`src/rtl/pfg_pkg.sv`:
```
package pfg_pkg;

  localparam int N_SRC = 3;

  typedef enum logic [1:0] {
    SAFE_LOW  = 2'b00,
    SAFE_HIGH = 2'b01,
    SAFE_TRI  = 2'b10
  } safe_state_e;

  // Normalise the sources to active-high and apply the enable mask.
  function automatic logic [N_SRC-1:0] src_levels(
    input logic [N_SRC-1:0] sel,
    input logic             ext_n,
    input logic             ca,
    input logic             cb
  );
    return {cb, ca, ~ext_n} & sel;
  endfunction

  // Returns {oe, data} for a safe-state code; bit 1 set means high impedance.
  function automatic logic [1:0] safe_drive(input logic [1:0] state);
    logic [1:0] r;
    if (state[1])                 r = 2'b00;
    else if (state == SAFE_HIGH)  r = 2'b11;
    else                          r = 2'b10;
    return r;
  endfunction

endpackage

```
`src/rtl/pfg_sync.sv`:
```
module pfg_sync #(
  parameter int W      = 3,
  parameter int STAGES = 2
) (
  input  logic         clk,
  input  logic         rst_n,
  input  logic [W-1:0] d,
  output logic [W-1:0] q
);
  logic [STAGES-1:0][W-1:0] chain;

  always_ff @(posedge clk or negedge rst_n) begin
    if (!rst_n) begin
      chain <= '0;
    end else begin
      chain[0] <= d;
      for (int s = 1; s < STAGES; s++) chain[s] <= chain[s-1];
    end
  end

  assign q = chain[STAGES-1];
endmodule

```
`src/rtl/pfg_status.sv`:
```
module pfg_status (
  input  logic clk,
  input  logic rst_n,
  input  logic sync_fault,
  input  logic restart_en,
  input  logic clr,
  input  logic period_start,
  output logic status,
  output logic hold
);
  logic status_d, hold_d;

  always_comb begin
    status_d = sync_fault | (status & ~(restart_en | clr));
    hold_d   = sync_fault | (hold & ~(period_start & ~status));
  end

  always_ff @(posedge clk or negedge rst_n) begin
    if (!rst_n) begin
      status <= 1'b0;
      hold   <= 1'b0;
    end else begin
      status <= status_d;
      hold   <= hold_d;
    end
  end
endmodule

```
`src/rtl/pfg_pin.sv`:
```
module pfg_pin
  import pfg_pkg::*;
(
  input  logic       override,
  input  logic [1:0] state,
  input  logic       d_in,
  input  logic       oe_in,
  output logic       d_out,
  output logic       oe_out
);
  logic [1:0] drv;

  always_comb begin
    drv = safe_drive(state);
    if (override && oe_in) begin
      d_out  = drv[0];
      oe_out = drv[1];
    end else begin
      d_out  = d_in;
      oe_out = oe_in;
    end
  end
endmodule

```
`src/rtl/pwm_fault_guard.sv`:
```
module pwm_fault_guard
  import pfg_pkg::*;
#(
  parameter int N_PINS      = 4,
  parameter int SYNC_STAGES = 2
) (
  input  logic              clk,
  input  logic              rst_n,
  input  logic              ext_int_n,
  input  logic              cmp_a,
  input  logic              cmp_b,
  input  logic              period_start,
  input  logic [N_SRC-1:0]  cfg_src_sel,
  input  logic              cfg_restart_en,
  input  logic [1:0]        cfg_ac_state,
  input  logic [1:0]        cfg_bd_state,
  input  logic              sts_clr,
  output logic              sts_fault,
  input  logic [N_PINS-1:0] pwm_in,
  input  logic [N_PINS-1:0] pwm_oe_in,
  output logic [N_PINS-1:0] pin_out,
  output logic [N_PINS-1:0] pin_oe
);
  localparam int N_PAIRS = 2;

  logic [N_SRC-1:0] raw_vec, sync_vec;
  logic raw_fault, sync_fault, hold, override;

  assign raw_vec   = src_levels(cfg_src_sel, ext_int_n, cmp_a, cmp_b);
  assign raw_fault = |raw_vec;

  pfg_sync #(.W(N_SRC), .STAGES(SYNC_STAGES)) u_sync (
    .clk (clk), .rst_n (rst_n), .d (raw_vec), .q (sync_vec)
  );
  assign sync_fault = |sync_vec;

  pfg_status u_status (
    .clk (clk), .rst_n (rst_n), .sync_fault (sync_fault),
    .restart_en (cfg_restart_en), .clr (sts_clr),
    .period_start (period_start), .status (sts_fault), .hold (hold)
  );

  // Raw level acts directly; the registered hold keeps the pins safe until the period boundary.
  assign override = raw_fault | hold;

  genvar i;
  generate
    for (i = 0; i < N_PINS; i++) begin : g_pin
      localparam int PAIR = i % N_PAIRS;
      logic [1:0] st;
      if (PAIR == 0) begin : g_ac
        assign st = cfg_ac_state;
      end else begin : g_bd
        assign st = cfg_bd_state;
      end
      pfg_pin u_pin (
        .override (override), .state (st),
        .d_in (pwm_in[i]), .oe_in (pwm_oe_in[i]),
        .d_out (pin_out[i]), .oe_out (pin_oe[i])
      );
    end
  endgenerate
endmodule

```
`config.mk`:
```
export PLATFORM = sky130hd
export DESIGN_NAME = pwm_fault_guard
export DESIGN_NICKNAME = d
export VERILOG_FILES = /design/src/rtl/pfg_pkg.sv /design/src/rtl/pfg_sync.sv /design/src/rtl/pfg_status.sv /design/src/rtl/pfg_pin.sv /design/src/rtl/pwm_fault_guard.sv
export SDC_FILE = /design/constraint.sdc
export NUM_CORES = 1
export LEC_CHECK = 0
export ABC_AREA = 1
export CAP_MARGIN = 15
export CORE_MARGIN = 5
export CORE_UTILIZATION = 35
export DETAILED_ROUTE_END_ITERATION = 16
export PLACE_DENSITY_LB_ADDON = 0.08
export SLEW_MARGIN = 20
export SYNTH_ARGS = -nofsm -noshare
export SYNTH_HDL_FRONTEND = slang
export SYNTH_SLANG_ARGS = --single-unit
export TNS_END_PERCENT = 5
```
`constraint.sdc`:
```
create_clock -name clk -period 1.4 [get_ports clk]
set_clock_uncertainty 0.2 [all_clocks]
set_input_delay 0.28 -clock clk [delete_from_list [all_inputs] [get_ports clk]]
set_output_delay 0.28 -clock clk [all_outputs]
set_load 0.02 [all_outputs]
```
==> results by group <==
Timing
  – Worst-Margin Slew: 0.328 ns
  – Max-slew violation count: 0
  – Unrepaired setup endpoints after global routing: yes
  – Ratio of final minimum period to clock period: 121%
  – Fmax: 592 MHz
  – Fin. Hold Viols: 0
  – Post-route setup slack: -0.289 ns
  – Max-slew headroom: 78.0%
  – Setup violators final: 8
  – Min Tclk post-route: 1.69 ns

Global route
  – First-pass GRT wire length: 1.55 mm
  – Largest net degree at the start of global routing: 9
  – Grt ovf: 0
  – Vias in the first global route: 427
  – GRT Total Usage: 9.49%
  – Antenna violations before repair: 0

Routing
  – Vias per std cell: 4.31
  – Drc violations: 0
  – Initial drt markers: 4
  – Via count: 470
  – Drt first pass iters: 2
  – Total wire length: 1.00 mm
  – Drt wl/cell: 9.20 um
  – Antenna-violating nets left: 0

Floorplanning
  – Chip Height: 48.2 um
  – Core footprint: 1330 um^2
  – Row count: 13
  – Die ar.: 2330 um^2
  – Initial Util: 38.4%
  – Die X: 48.2 um
  – I/O pin total: 32

Layout
  – Finished Layout Cells: 109
  – Antenna diodes: 0
  – Layout area overhead: 54.3%
  – Most frequent cells in the layout: clkdlybuf4s50_1 (16), inv_1 (13), nand2_1 (11), dfrtp_1 (8)
  – Most common cell after layout, fill and taps aside: clkdlybuf4s50_1
  – # nets final: 119
  – # fillers: 132
  – Fin util: 59.2%
  – Layout cell share with drive strength beyond 1: 24.5%

Logic synthesis
  – Synth Cell Area: 512 um^2
  – Mean Syn Cell Area: 7.64 um^2
  – Biggest area consumer among synthesized cells: dfrtp_1
  – Syn_nets: 90
  – Area contributors post-synth: dfrtp_1 (39%), buf_4 (12%), inv_1 (9.5%), nand2_1 (8.1%), o21bai_1 (5.9%)
  – Post-synthesis cell count: 67
  – Fraction of the yosys area taken by sequential cells: 39.1%
  – Netlist cell types: 15
  – Flops & latches, synth: 8
  – Synth warn: 0
  – Synth top area share: 39.1%

Worst setup path
  – Crit path max fanout: 2
  – Crit path max-delay cell type: clkdlybuf4s50_1
  – CP Class: primary input to primary output
  – CP startpoint kind: primary input
  – Most frequent CP cell: nand2_1
  – WP buf/inv: 3
  – Critical Path Stages: 6
  – Worst reg-to-reg path cell count: 2
  – Worst-path cell chain: clkdlybuf4s50_1 > inv_1 > o21bai_1 > nand2_1 > nand2_1 > buf_2
  – CP delay by family, top: buffers and inverters
  – Data required, critical path: 0.92 ns
  – Worst path arrival time: 1.21 ns
  – Slowest stage delay, CP: 0.48 ns
  – CP Capture Type: primary output

Pwr
  – Maximum vdd drop: 0.383 mV
  – Comb pwr share: 31.5%
  – Switching Fraction: 26.4%
  – Sequential share of power: 41.6%
  – P_int: 0.443 mW
  – Lkg Pwr: 0.431 nW
  – Total power: 0.602 mW
  – Clock share of power: 26.9%
  – Power per standard cell area: 763 nW/um^2
  – NetSw: 0.159 mW

Run status
  – Status: finished with violations
  – Failing checks: negative setup slack

Clocking
  – Num Clock Sinks: 8
  – Clk root buf: clkbuf_4
  – Clock slew at reported path FFs: 0.05 ns
  – Inserted Clock Buffers: 3
  – H-tree depth: 1
  – Clk_lat worst skew: 0.24 ns
  – CTS tree: built
  – Maximum root-to-sink buffer count: 2

Placed design
  – Post-detail-place hpwl: 884 um
  – Final Wtd Congestion: 0.683
  – Cells after DPL: 105
  – Placement Setup Slack: -0.881 ns
  – PortBufs: 31

Job
  – Max-cap violation count: 0

Worst hold path
  – Hold Path Class: primary input to asynchronous set/reset pin
-- worst paths after layout --
kind                                                start                   endpoint  slack, ns
max in group asynchronous                           rst_n  u_sync.chain[0]$_DFF_PN0_       0.65
min in group clk                u_sync.chain[2]$_DFF_PN0_      u_sync.q[2]$_DFF_PN0_       0.15
worst max-delay path                         pwm_oe_in[2]                 pin_out[2]      -0.29
worst max register to register      u_sync.q[1]$_DFF_PN0_    u_status.hold$_DFF_PN0_       0.39
worst min-delay path                                rst_n      u_sync.q[2]$_DFF_PN0_       0.10
worst min register to register  u_sync.chain[2]$_DFF_PN0_      u_sync.q[2]$_DFF_PN0_       0.15
-- state kept, by name (all words and copies together) (netlist names) --
| register | count |
|---|---|
| u_status.status | 1 |
| u_status.hold | 1 |
| u_sync.chain | 3 |
| u_sync.q | 3 |
-- worst register-to-register path: stages (launching register included) --
cell and delay, ns:
dfrtp_1 0.35, nor3_1 0.25, nand2_1 0.09
-- routing by layer --
layer  share of wire [%]  up-vias  routed length, um  GRT usage, %
met4                 1.2        0                 12          6.45
li1                    -      252                  -             -
met2                  50       18                501          16.7
met5                   0        -                  0             0
met3                  11        2                106          1.85
met1                  38      198                381          10.1
-- per-stage QoR --
stage / TNS (ns) / cell area [um^2] / hold slack [ns]
after floorplan: 0 / 512 / -0.216
after CTS: -2.30 / 786 / 0.108
after global routing: -2.72 / 790 / 0.141
after detailed placement: -6.94 / 781 / 0.136
after global placement: -7.03 / 781 / 0.133
final: -2.03 / 790 / 0.102
-- power by group through the flow --
stage | logic [mW] | registers [mW] | clock network [mW]
5_1_grt | 0.209 | 0.253 | 0.179
4_1_cts | 0.192 | 0.251 | 0.171
3_3_place_gp | 0.201 | 0.254 | 0
3_5_place_dp | 0.200 | 0.255 | 0
6_report | 0.190 | 0.251 | 0.162
2_1_floorplan | 0.106 | 0.257 | 0
-- final cells by class --
cell class | count | area (um^2) | share of cell area (%)
Tap cell | 15 | 18.8 | 2.38
Timing Repair Buffer | 32 | 294 | 37.2
Inverter | 14 | 52.6 | 6.66
Multi-Input combinational cell | 37 | 201 | 25.5
Clock buffer | 3 | 22.5 | 2.85
Sequential cell | 8 | 200 | 25.4
-- logic make-up after synthesis --
family | after synthesis | synth area share (%)
compound gates | 5 | 6.85
buf+inv | 22 | 22.0
flops | 8 | 39.1
simple gates | 32 | 32.0
-- Yosys cell counts --
library cell and number:
nor2_1 7, nand2_4 2, o21ai_0 1, nor2_4 1, nand2_2 3, nand4_1 1, o21bai_1 4, dfrtp_1 8
nor3_1 1, buf_4 8, nor2_2 2, inv_1 13, inv_2 1, nand2_1 11, nand3_1 4
-- timing repair --
| item | CTS | global route |
|---|---|---|
| gates resized for setup | 51 | 2 |
| hold endpoints to repair | 0 | 0 |
| hold buffers | 0 | 0 |
| buffers inserted | 0 | 1 |
| pin swaps | 13 | 5 |
| endpoints found under the setup margin | 9 | 9 |
(Power assumes the default switching activity.)
